==> config.mk <==
export PLATFORM = sky130hd
export DESIGN_NAME = sec_mem_gate
export DESIGN_NICKNAME = d
export VERILOG_FILES = /design/src/rtl/sec_gate_pkg.sv /design/src/rtl/sec_addr_decode.sv /design/src/rtl/sec_access_policy.sv /design/src/rtl/sec_lock_regs.sv /design/src/rtl/sec_mem_gate.sv
export SDC_FILE = /design/constraint.sdc
export NUM_CORES = 1
export LEC_CHECK = 0
export CORE_MARGIN = 8
export CORE_UTILIZATION = 57
export CTS_CLUSTER_DIAMETER = 40
export DETAILED_ROUTE_END_ITERATION = 8
export DONT_BUFFER_PORTS = 1
export PLACE_DENSITY = 0.84
export SLEW_MARGIN = 20
export SYNTH_ARGS = -nofsm -noshare
export SYNTH_HDL_FRONTEND = slang
export SYNTH_SLANG_ARGS = --single-unit
==> constraint.sdc <==
create_clock -name clk -period 1.4 [get_ports clk]
set_input_delay 0.21 -clock clk [delete_from_list [all_inputs] [get_ports clk]]
set_output_delay 0.21 -clock clk [all_outputs]
set_load 0.05 [all_outputs]
==> src/rtl/sec_gate_pkg.sv <==
package sec_gate_pkg;

    localparam int LOCK_W = 8;
    localparam logic [LOCK_W-1:0] CODE_LOCK = 8'hAA;
    localparam logic [LOCK_W-1:0] CODE_OPEN = 8'h00;

    localparam int NSRC    = 2;
    localparam int SRC_HST = 0;
    localparam int SRC_DBG = 1;

    typedef enum logic [2:0] {
        CL_OTP,
        CL_EEP,
        CL_RAM,
        CL_REG,
        CL_LOCKREG,
        CL_COMBUF
    } acc_class_t;

    typedef enum logic [1:0] {
        ACT_FORWARD,
        ACT_LOCAL,
        ACT_DENY
    } acc_action_t;

    typedef enum logic [1:0] {
        ST_IDLE,
        ST_HOST_MEM,
        ST_DBG_MEM,
        ST_RESP
    } gate_state_t;

endpackage

==> src/rtl/sec_addr_decode.sv <==
module sec_addr_decode
    import sec_gate_pkg::*;
#(
    parameter int ADDR_W     = 12,
    parameter int LOCK_OFS   = 0,
    parameter int COMBUF_OFS = 1
) (
    input  logic [ADDR_W-1:0] addr,
    output acc_class_t        cls
);

    localparam int OFS_W = ADDR_W - 2;
    localparam logic [OFS_W-1:0] LOCK_OFS_V   = OFS_W'(LOCK_OFS);
    localparam logic [OFS_W-1:0] COMBUF_OFS_V = OFS_W'(COMBUF_OFS);

    logic [1:0]       region;
    logic [OFS_W-1:0] offset;

    assign region = addr[ADDR_W-1 -: 2];
    assign offset = addr[OFS_W-1:0];

    always_comb begin
        unique case (region)
            2'd0:    cls = CL_OTP;
            2'd1:    cls = CL_EEP;
            2'd2:    cls = CL_RAM;
            default: begin
                if (offset == LOCK_OFS_V)
                    cls = CL_LOCKREG;
                else if (offset == COMBUF_OFS_V)
                    cls = CL_COMBUF;
                else
                    cls = CL_REG;
            end
        endcase
    end

endmodule

==> src/rtl/sec_access_policy.sv <==
module sec_access_policy
    import sec_gate_pkg::*;
#(
    parameter bit FROM_DEBUG = 1'b0
) (
    input  acc_class_t  cls,
    input  logic        host_locked,
    input  logic        dbg_locked,
    output acc_action_t act
);

    logic gate;

    always_comb begin
        gate = FROM_DEBUG ? dbg_locked : host_locked;
        unique case (cls)
            CL_COMBUF:  act = ACT_FORWARD;
            CL_LOCKREG: act = (FROM_DEBUG && dbg_locked) ? ACT_DENY : ACT_LOCAL;
            default:    act = gate ? ACT_DENY : ACT_FORWARD;
        endcase
    end

endmodule

==> src/rtl/sec_lock_regs.sv <==
module sec_lock_regs
    import sec_gate_pkg::*;
(
    input  logic              clk,
    input  logic              rst_n,
    input  logic              code_we,
    input  logic [LOCK_W-1:0] code_wdata,
    input  logic              dbg_we,
    input  logic              dbg_wdata,
    output logic              host_locked,
    output logic              dbg_locked,
    output logic [LOCK_W-1:0] code_rdata
);

    always_ff @(posedge clk or negedge rst_n) begin
        if (!rst_n) begin
            host_locked <= 1'b0;
        end else if (code_we) begin
            if (code_wdata == CODE_LOCK)
                host_locked <= 1'b1;
            else if (code_wdata == CODE_OPEN)
                host_locked <= 1'b0;
        end
    end

    always_ff @(posedge clk or negedge rst_n) begin
        if (!rst_n)
            dbg_locked <= 1'b0;
        else if (dbg_we)
            dbg_locked <= dbg_wdata;
    end

    assign code_rdata = host_locked ? CODE_LOCK : CODE_OPEN;

    AST_LOCK_SET: assert property (@(posedge clk) disable iff (!rst_n)
        (code_we && code_wdata == CODE_LOCK) |=> host_locked);
    AST_LOCK_CLEAR: assert property (@(posedge clk) disable iff (!rst_n)
        (code_we && code_wdata == CODE_OPEN) |=> !host_locked);
    AST_LOCK_KEEP: assert property (@(posedge clk) disable iff (!rst_n)
        (!(code_we && (code_wdata == CODE_LOCK || code_wdata == CODE_OPEN))) |=> $stable(host_locked));
    AST_DBG_BIT: assert property (@(posedge clk) disable iff (!rst_n)
        dbg_we |=> (dbg_locked == $past(dbg_wdata)));

endmodule

==> src/rtl/sec_mem_gate.sv <==
module sec_mem_gate
    import sec_gate_pkg::*;
#(
    parameter int ADDR_W     = 12,
    parameter int DATA_W     = 8,
    parameter int LOCK_OFS   = 0,
    parameter int COMBUF_OFS = 1
) (
    input  logic              clk,
    input  logic              rst_n,
    input  logic              host_req_valid,
    input  logic              host_req_write,
    input  logic [ADDR_W-1:0] host_req_addr,
    input  logic [DATA_W-1:0] host_req_wdata,
    output logic              host_rsp_valid,
    output logic [DATA_W-1:0] host_rsp_rdata,
    output logic              host_rsp_denied,
    input  logic              dbg_req_valid,
    input  logic              dbg_req_write,
    input  logic [ADDR_W-1:0] dbg_req_addr,
    input  logic [DATA_W-1:0] dbg_req_wdata,
    output logic              dbg_rsp_valid,
    output logic [DATA_W-1:0] dbg_rsp_rdata,
    output logic              dbg_rsp_denied,
    input  logic              dbg_lock_we,
    input  logic              dbg_lock_wdata,
    output logic              mem_req_valid,
    output logic              mem_req_write,
    output logic [ADDR_W-1:0] mem_req_addr,
    output logic [DATA_W-1:0] mem_req_wdata,
    input  logic              mem_rsp_valid,
    input  logic [DATA_W-1:0] mem_rsp_rdata
);

    // per-source request view
    logic [NSRC-1:0]   src_valid;
    logic [NSRC-1:0]   src_write;
    logic [ADDR_W-1:0] src_addr  [NSRC];
    logic [DATA_W-1:0] src_wdata [NSRC];
    acc_class_t        src_cls   [NSRC];
    acc_action_t       src_act   [NSRC];

    logic host_locked;
    logic dbg_locked;
    logic [LOCK_W-1:0] lock_code;

    assign src_valid            = {dbg_req_valid, host_req_valid};
    assign src_write            = {dbg_req_write, host_req_write};
    assign src_addr[SRC_HST]    = host_req_addr;
    assign src_addr[SRC_DBG]    = dbg_req_addr;
    assign src_wdata[SRC_HST]   = host_req_wdata;
    assign src_wdata[SRC_DBG]   = dbg_req_wdata;

    for (genvar s = 0; s < NSRC; s++) begin : g_src
        sec_addr_decode #(
            .ADDR_W     (ADDR_W),
            .LOCK_OFS   (LOCK_OFS),
            .COMBUF_OFS (COMBUF_OFS)
        ) u_dec (
            .addr (src_addr[s]),
            .cls  (src_cls[s])
        );
        sec_access_policy #(
            .FROM_DEBUG (s == SRC_DBG)
        ) u_pol (
            .cls         (src_cls[s]),
            .host_locked (host_locked),
            .dbg_locked  (dbg_locked),
            .act         (src_act[s])
        );
    end

    // selection: host wins
    logic              pick_dbg;
    logic              accept;
    acc_action_t       sel_act;
    acc_class_t        sel_cls;
    logic              sel_write;
    logic [ADDR_W-1:0] sel_addr;
    logic [DATA_W-1:0] sel_wdata;

    assign pick_dbg  = !src_valid[SRC_HST];
    assign sel_act   = pick_dbg ? src_act[SRC_DBG]   : src_act[SRC_HST];
    assign sel_cls   = pick_dbg ? src_cls[SRC_DBG]   : src_cls[SRC_HST];
    assign sel_write = pick_dbg ? src_write[SRC_DBG] : src_write[SRC_HST];
    assign sel_addr  = pick_dbg ? src_addr[SRC_DBG]  : src_addr[SRC_HST];
    assign sel_wdata = pick_dbg ? src_wdata[SRC_DBG] : src_wdata[SRC_HST];

    gate_state_t state_q, state_d;

    assign accept = (state_q == ST_IDLE) && (|src_valid);

    logic code_we;
    assign code_we = accept && (sel_act == ACT_LOCAL) && sel_write;

    sec_lock_regs u_lock (
        .clk         (clk),
        .rst_n       (rst_n),
        .code_we     (code_we),
        .code_wdata  (sel_wdata[LOCK_W-1:0]),
        .dbg_we      (dbg_lock_we),
        .dbg_wdata   (dbg_lock_wdata),
        .host_locked (host_locked),
        .dbg_locked  (dbg_locked),
        .code_rdata  (lock_code)
    );

    // next state
    always_comb begin
        state_d = state_q;
        unique case (state_q)
            ST_IDLE: begin
                if (accept) begin
                    if (sel_act == ACT_FORWARD)
                        state_d = pick_dbg ? ST_DBG_MEM : ST_HOST_MEM;
                    else
                        state_d = ST_RESP;
                end
            end
            ST_HOST_MEM, ST_DBG_MEM: begin
                if (mem_rsp_valid)
                    state_d = ST_RESP;
            end
            ST_RESP: state_d = ST_IDLE;
            default: state_d = ST_IDLE;
        endcase
    end

    // state register
    always_ff @(posedge clk or negedge rst_n) begin
        if (!rst_n)
            state_q <= ST_IDLE;
        else
            state_q <= state_d;
    end

    // captured request and response data
    logic              owner_q;
    logic              write_q;
    logic [ADDR_W-1:0] addr_q;
    logic [DATA_W-1:0] wdata_q;
    acc_class_t        cls_q;
    logic [DATA_W-1:0] rdata_q;
    logic              denied_q;

    always_ff @(posedge clk or negedge rst_n) begin
        if (!rst_n) begin
            owner_q  <= 1'b0;
            write_q  <= 1'b0;
            addr_q   <= '0;
            wdata_q  <= '0;
            cls_q    <= CL_OTP;
            rdata_q  <= '0;
            denied_q <= 1'b0;
        end else if (accept) begin
            owner_q  <= pick_dbg;
            write_q  <= sel_write;
            addr_q   <= sel_addr;
            wdata_q  <= sel_wdata;
            cls_q    <= sel_cls;
            denied_q <= (sel_act == ACT_DENY);
            rdata_q  <= (sel_act == ACT_LOCAL && !sel_write) ? DATA_W'(lock_code) : '0;
        end else if ((state_q == ST_HOST_MEM || state_q == ST_DBG_MEM) && mem_rsp_valid) begin
            rdata_q  <= write_q ? '0 : mem_rsp_rdata;
        end
    end

    // outputs
    always_comb begin
        mem_req_valid   = (state_q == ST_HOST_MEM) || (state_q == ST_DBG_MEM);
        mem_req_write   = write_q;
        mem_req_addr    = addr_q;
        mem_req_wdata   = wdata_q;
        host_rsp_valid  = (state_q == ST_RESP) && !owner_q;
        dbg_rsp_valid   = (state_q == ST_RESP) && owner_q;
        host_rsp_rdata  = host_rsp_valid ? rdata_q : '0;
        dbg_rsp_rdata   = dbg_rsp_valid  ? rdata_q : '0;
        host_rsp_denied = host_rsp_valid && denied_q;
        dbg_rsp_denied  = dbg_rsp_valid  && denied_q;
    end

    AST_HOST_GATED: assert property (@(posedge clk) disable iff (!rst_n)
        (state_q == ST_HOST_MEM) |-> (!host_locked || cls_q == CL_COMBUF));
    AST_DBG_GATED: assert property (@(posedge clk) disable iff (!rst_n)
        ($rose(mem_req_valid) && owner_q) |-> (!$past(dbg_locked) || cls_q == CL_COMBUF));
    AST_DENY_ZERO: assert property (@(posedge clk) disable iff (!rst_n)
        (host_rsp_valid && host_rsp_denied) |-> (host_rsp_rdata == '0));
    AST_COMBUF_OPEN: assert property (@(posedge clk) disable iff (!rst_n)
        (state_q == ST_RESP && cls_q == CL_COMBUF) |-> !denied_q);
    AST_HOST_FIRST: assert property (@(posedge clk) disable iff (!rst_n)
        (state_q == ST_IDLE && host_req_valid && dbg_req_valid) |=> !owner_q);
    AST_MEM_HOLD: assert property (@(posedge clk) disable iff (!rst_n)
        (mem_req_valid && !mem_rsp_valid) |=> (mem_req_valid && $stable(mem_req_addr)));

endmodule

==> out/results.ini, run 1 <==
[drt]
drtIter0Drc=101
via_count=1805
wl_per_cell_um=22.88
drt_first_pass_iters=4
postRouteAntennaNets=0
drc_errors=0
via_per_inst=6.246
drt_wl_total_um=6612

[final_layout]
area_growth_pct=36.34
stdcell_count=289
layout-drive-gt1-share_pct=37.04
fin_util_pct=81.99
nNetsFinal=301
antenna_cells=0

[logic_synthesis]
ys.warnings.count=0
synth_nets=275
synthFlopType=dfrtp_1
synthesis.area_mm2=0.002038
synth_xor_area_share_pct=0
synth_seq_cells=35
synthMuxAreaShare_pct=9.822
synth_top_family_by_area=simple AND/OR/NAND/NOR gates
syn_inst=216
synth_fa_ha_area_share_pct=1.228
synth.distinct_cells=40
synth_edf_count=0
synthSimpleGateAreaFrac_pct=27.38
synth-async-reset-ratio_pct=100.0
synth.avg_cell_area_um2=9.436
synth-compound-area-share_pct=14.30
seq_area_frac_synth_pct=42.97

[hold_path]
min_from=dbg_req_wdata[1]
whs_endpoint=mem_req_wdata[1]
holdPathStages=2
hold_path_class=in -> reg

[floorplan]
die_w_um=75.80
start_util_pct=60.13
die-height_um=75.80
num_rows=21
dieArea_mm2=0.005745
coreArea_mm2=0.003390
ios=99

[place]
dp.cells=269
gp_congestion=0.7540
port_buffers=0
dp_hpwl_um=4283

[critical_path]
critPathKind=reg -> out
startpoint_type=register
critical_path_arrival_ns=1.42
end_kind=primary output
required_ns=1.19
worstPathMaxFanout=5
reg2reg_to=rdata_q[2]
cp.depth=4
cp_slowest_stage_delay_ns=0.43
cp_slowest_cell=dfrtp_1
rrSetupSlack_ns=-0.18
cp_cell_sequence=ha_4 > buf_6 > and3_4 > buf_12
crit_family=flip-flops
critPathLaunch=state_q[1]
r2r-start=state_q[0]
cp.buffers_inverters=2
worst_r2r_path_depth=7

[grt]
overflow=0
grt_pass1_wl_um=8956
grt_max_degree=37
first_global_vias=1753
grt_use_total_pct=21.07
grt_antenna_before_repair=0

[power_and_ir_drop]
power.leakage_nw=1.201
powerDensity_mw_per_mm2=2302
p_sw_mw=3.429
clkPwrFrac_pct=9.7
p_comb_share_pct=46.0
power_mw=6.397
power.share.sequential_pct=44.3
p_sw_share_pct=53.61
vdd_drop_max_mv=1.426
p_int_mw=2.968

[timing]
setup_viol=33
final_hold_viol_count=0
fin_crit_sh_pct=116.7
finClkSkew_ns=0.006739
relSlewSlack_pct=65.16
fmax_mhz=612.0
final.setup.worst_slack_ns=-0.2339
hold-worst-slack_ns=0.06841
tightest_slew_ns=0.5226
drv_slew=0
rsz0062_at_grt=yes
timing.final.crit_period_ns=1.634
final.setup.tns_ns=-5.640

[clock_tree]
numCtsBuffers=5
root_buffer=clkbuf_4
cts_buffer_depth=2
cts_tree=built
clk_pin_slew_worst_paths_ns=0.10
clkSinkCount=35
htreeDepth=2
clk_latency_ns=0.33

[job]
cap_viol_max_count=0

[status]
violations=negative setup slack
status=finished with violations

Yosys cell counts, types with 2 or more instances:
| library cell | number | area (um^2) |
|---|---|---|
| nor4b_2 | 2 | 30.03 |
| nor2_1 | 10 | 37.54 |
| and3_1 | 9 | 56.30 |
| ha_1 | 2 | 25.02 |
| o21ai_1 | 9 | 45.04 |
| nor3b_1 | 8 | 60.06 |
| nor3_2 | 2 | 20.02 |
| mux2i_1 | 20 | 200.2 |
| inv_1 | 4 | 15.01 |
| and2_1 | 10 | 62.56 |
| nor2b_1 | 2 | 12.51 |
| a21oi_1 | 9 | 45.04 |
| buf_2 | 4 | 20.02 |
| o21ai_0 | 22 | 110.1 |
| nand3_1 | 2 | 10.01 |
| nor4_4 | 2 | 42.54 |
| buf_4 | 2 | 15.01 |
| dfrtp_1 | 35 | 875.8 |
| nand4_1 | 5 | 31.28 |
| clkbuf_1 | 7 | 26.28 |
| nand2_1 | 31 | 116.4 |
worst max path at each step:
stage	endpoint	slack, ns
6_report	dbg_rsp_rdata[0]	-0.23
4_1_cts	dbg_rsp_rdata[1]	-0.24
2_1_floorplan	rdata_q[4]	-0.008
3_5_place_dp	host_rsp_rdata[7]	-0.19
3_3_place_gp	host_rsp_rdata[0]	-0.12
5_1_grt	dbg_rsp_rdata[0]	-0.27
power groups by stage:
stage,Combinational [mW],Sequential [mW],Clock [mW]
4_1_cts,2.37,2.77,0.642
5_1_grt,3.13,2.88,0.680
3_5_place_dp,2.09,2.73,0
3_3_place_gp,1.99,2.71,0
2_1_floorplan,1.60,2.64,0
6_report,2.94,2.83,0.623
kinds of logic after synthesis:
logic type,after synthesis
muxes,20
and+or+nand+nor,90
buffers and inverters,18
AOI/OAI and AO/OA,51
DFF,35
adders and majority gates,2
repair_timing:
action | CTS | global route
setup buffers | 0 | 3
hold endpoints to repair | 37 | 0
pin swaps | 7 | 13
hold buffers | 5 | 0
endpoints found under the setup margin | 29 | 46
cloned | 2 | 2
gates resized for setup | 29 | 29
flip-flops by register name, summed over array words and instances, names as in the netlist:
signal              flops
u_lock.host_locked      1
u_lock.dbg_locked       1
rdata_q                 8
denied_q                1
owner_q                 1
mem_req_wdata           8
mem_req_addr           12
mem_req_write           1
state_q                 2
per-layer routing:
layer / GRT usage, % / up-vias / routed length [um]
met5: 0 / - / 0
met4: 8.102 / 0 / 247
met3: 8.947 / 22 / 781
met2: 36.03 / 90 / 3368
met1: 22.40 / 867 / 2214
li1: - / 826 / -
placed cells by master (no fill, tap or decap), types with 3 or more instances in the layout:
master / synthesis / layout
nor3b_4: 0 / 4
and3_4: 0 / 9
o21ai_1: 9 / 12
nor2_1: 10 / 9
nor3b_2: 0 / 3
dlygate4sd3_1: 0 / 4
mux2i_1: 20 / 20
clkbuf_4: 0 / 5
buf_6: 1 / 6
nand2_1: 31 / 30
buf_4: 2 / 7
dfrtp_1: 35 / 33
a21oi_2: 0 / 6
o21ai_0: 22 / 18
nand4_1: 5 / 5
buf_12: 0 / 11
and2_4: 0 / 10
metrics by stage:
stage          instance area, um^2  setup slack, ns
5_1_grt                       2779          -0.2725
2_1_floorplan                 2101        -0.007527
6_report                      2779          -0.2339
4_1_cts                       2620          -0.2392
3_5_place_dp                  2362          -0.1938
3_3_place_gp                  2362          -0.1212
area by class of cell:
| class | instances | area [um^2] |
|---|---|---|
| repair buffers | 31 | 415.4 |
| well taps | 46 | 57.56 |
| inverters | 4 | 15.01 |
| fillers | 187 | 610.6 |
| flip-flops and latches | 35 | 880.8 |
| clock buffers | 8 | 68.82 |
| multi-input cells | 165 | 1341 |
Power figures use the tool's default switching activity.
==> inputs of run 2 (changes only) <==
--- a/config.mk
+++ b/config.mk
@@ -5,12 +5,12 @@
 export SDC_FILE = /design/constraint.sdc
 export NUM_CORES = 1
 export LEC_CHECK = 0
+export ABC_CLOCK_PERIOD_IN_PS = 1400
 export CORE_MARGIN = 8
-export CORE_UTILIZATION = 57
+export CORE_UTILIZATION = 37
 export CTS_CLUSTER_DIAMETER = 40
 export DETAILED_ROUTE_END_ITERATION = 8
-export DONT_BUFFER_PORTS = 1
-export PLACE_DENSITY = 0.84
+export PLACE_DENSITY = 0.86
 export SLEW_MARGIN = 20
 export SYNTH_ARGS = -nofsm -noshare
 export SYNTH_HDL_FRONTEND = slang
==> out/results.ini, run 2 (same netlist as run 1, synthesis figures left out) <==
[floorplan]
die-height_um=90.22  ; was 75.80 um
start_util_pct=37.71  ; was 60.13%
die_w_um=90.22  ; was 75.80 um
ios=99  ; unchanged
coreArea_mm2=0.005405  ; was 0.003390 mm^2
num_rows=27  ; was 21
dieArea_mm2=0.008140  ; was 0.005745 mm^2

[clock_tree]
clk_latency_ns=0.29  ; was 0.33 ns
htreeDepth=2  ; unchanged
clk_pin_slew_worst_paths_ns=0.08  ; was 0.10 ns
cts_tree=built  ; unchanged
root_buffer=clkbuf_8  ; was clkbuf_4
clkSinkCount=35  ; unchanged
cts_buffer_depth=2  ; unchanged
numCtsBuffers=5  ; unchanged

[final_layout]
nNetsFinal=413  ; was 301
layout_commonest_cell=buf_12  ; was dfrtp_1
fill_cells=322  ; was 187
largest_reg_flops=12  ; unchanged
final_cell_mix=buf_12, buf_4, clkdlybuf4s50_1, dfrtp_1, nand2_1  ; was dfrtp_1, nand2_1, mux2i_1, o21ai_0, o21ai_1
area_growth_pct=106.4  ; was 36.34%
layout-drive-gt1-share_pct=42.54  ; was 37.04%
antenna_cells=0  ; unchanged
stdcell_area_mm2=0.004208  ; was 0.002779 mm^2

[place]
gp_congestion=0.7714  ; was 0.7540
place_ws_ns=-0.4578  ; was -0.1938 ns
dp_hpwl_um=5756  ; was 4283 um
port_buffers=98  ; was 0
placed_area_mm2=0.003779  ; was 0.002362 mm^2

[timing]
final_hold_viol_count=0  ; unchanged
fin_crit_sh_pct=111.8  ; was 116.7%
fmax_mhz=638.9  ; was 612.0 MHz
finClkSkew_ns=0.006267  ; was 0.006739 ns
final.setup.worst_slack_ns=-0.1652  ; was -0.2339 ns
rsz0062_at_grt=yes  ; unchanged
timing.final.crit_period_ns=1.565  ; was 1.634 ns
relSlewSlack_pct=72.54  ; was 65.16%
tightest_slew_ns=0.4119  ; was 0.5226 ns
drv_slew=0  ; unchanged
setup_viol=44  ; was 33

[drt]
via_per_inst=5.187  ; was 6.246
wl_per_cell_um=18.01  ; was 22.88 um
drt_first_pass_iters=4  ; unchanged
drt_wl_total_um=7691  ; was 6612 um
via_count=2215  ; was 1,805
drc_errors=0  ; unchanged
postRouteAntennaNets=0  ; unchanged
drtIter0Drc=77  ; was 101

[power_and_ir_drop]
vdd_drop_max_mv=1.585  ; was 1.426 mV
power.leakage_nw=1.891  ; was 1.201 nW
p_sw_share_pct=43.59  ; was 53.61%
clkPwrFrac_pct=12.9  ; was 9.7%
p_sw_mw=3.685  ; was 3.429 mW
powerDensity_mw_per_mm2=2009  ; was 2302 mW/mm^2
p_int_mw=4.768  ; was 2.968 mW
power_mw=8.453  ; was 6.397 mW
power.share.sequential_pct=23.0  ; was 44.3%
p_comb_share_pct=64.1  ; was 46.0%

[critical_path]
cp_slowest_cell=dfrtp_1  ; unchanged
reg2reg_to=rdata_q[0]  ; was rdata_q[2]
required_ns=1.19  ; about the same
rrSetupSlack_ns=-0.15  ; was -0.18 ns
critical_path_arrival_ns=1.36  ; was 1.42 ns
worstPathMaxFanout=10  ; was 5
cp_slowest_stage_delay_ns=0.41  ; was 0.43 ns
worst_r2r_path_depth=8  ; was 7
end_kind=primary output  ; unchanged
startpoint_type=register  ; unchanged
r2r-start=state_q[1]  ; was state_q[0]
cp_cell_sequence=ha_4 > buf_6 > and3_4 > buf_12  ; unchanged
critPathKind=reg -> out  ; unchanged

[grt]
grt_util_met2_pct=32.94  ; was 36.03%
grt_use_met3_pct=6.234  ; was 8.947%
grt-busiest-layer=met2  ; unchanged
first_global_vias=2435  ; was 1,753
overflow=0  ; unchanged
grt_pass1_wl_um=12190  ; was 8956 um
grt_antenna_before_repair=0  ; unchanged
grt_max_degree=21  ; was 37
grt_use_total_pct=18.13  ; was 21.07%
met1_usage_pct=19.81  ; was 22.40%

[status]
status=finished with violations  ; unchanged
violations=negative setup slack  ; unchanged

[hold_path]
whs_endpoint=mem_req_addr[9]  ; was mem_req_wdata[1]
min_from=dbg_req_addr[9]  ; was dbg_req_wdata[1]
hold_path_class=in -> reg  ; unchanged
holdPathStages=3  ; was 2

[job]
cap_viol_max_count=0  ; unchanged

[run 2: worst max path at each step]
stage	start	endpoint
finish	state_q[1]	dbg_rsp_rdata[0]
global route	state_q[1]	host_rsp_rdata[4]
CTS	state_q[1]	host_rsp_rdata[7]
detailed placement	host_req_write	u_lock.host_locked
global placement	host_req_write	u_lock.host_locked
floorplan	state_q[0]	rdata_q[4]
[run 2: power by group through the flow]
stage | registers [mW] | clock network (mW) | logic, mW
6_report | 1.94 | 1.09 | 5.42
5_1_grt | 1.99 | 1.16 | 5.70
4_1_cts | 1.91 | 1.10 | 5.07
3_5_place_dp | 1.87 | 0 | 4.84
3_3_place_gp | 1.84 | 0 | 4.73
2_1_floorplan | 2.64 | 0 | 1.60
[run 2: per-layer routing]
metal	up-vias	share of wire (%)
li1	1053	-
met1	1059	40
met2	89	52
met3	14	6.5
met4	0	1.5
met5	-	0
[run 2: area by class of cell]
cell class / count / area [um^2] / area share, %
well taps: 72 / 90.09 / 2.141
clock buffers: 6 / 72.57 / 1.725
repair buffers: 144 / 1780 / 42.31
flip-flops and latches: 35 / 878.3 / 20.87
inverters: 4 / 15.01 / 0.3568
clock inverters: 2 / 60.06 / 1.427
multi-input cells: 164 / 1311 / 31.16
[run 2: per-stage QoR]
stage | TNS (ns) | hold WS [ns] | utilization [%] | instances
floorplan | -0.007527 | -0.08559 | - | 216
global placement | -5.397 | 0.1621 | 69.91 | 407
detailed placement | -6.784 | 0.1654 | 69.91 | 407
CTS | -3.800 | 0.3591 | 74.95 | 420
global route | -7.081 | 0.3100 | 77.85 | 427
finish | -4.433 | 0.2820 | 77.85 | 427
[run 2: worst max-delay path, delay by kind of cell, from the launching register on]
family / cells / cell delay, ns
buffers and inverters: 2 / 0.28
flip-flops: 1 / 0.41
AND/OR/NAND/NOR: 1 / 0.19
adder cells (fa/ha/maj): 1 / 0.19
[run 2: timing repair]
item                                    CTS  global route
endpoints found under the setup margin   29            45
endpoints found under the hold margin    16             0
gates cloned                              1             1
pin swaps                                18             8
setup buffers                             3             6
hold buffers                              1             0
resized for setup                        45            30
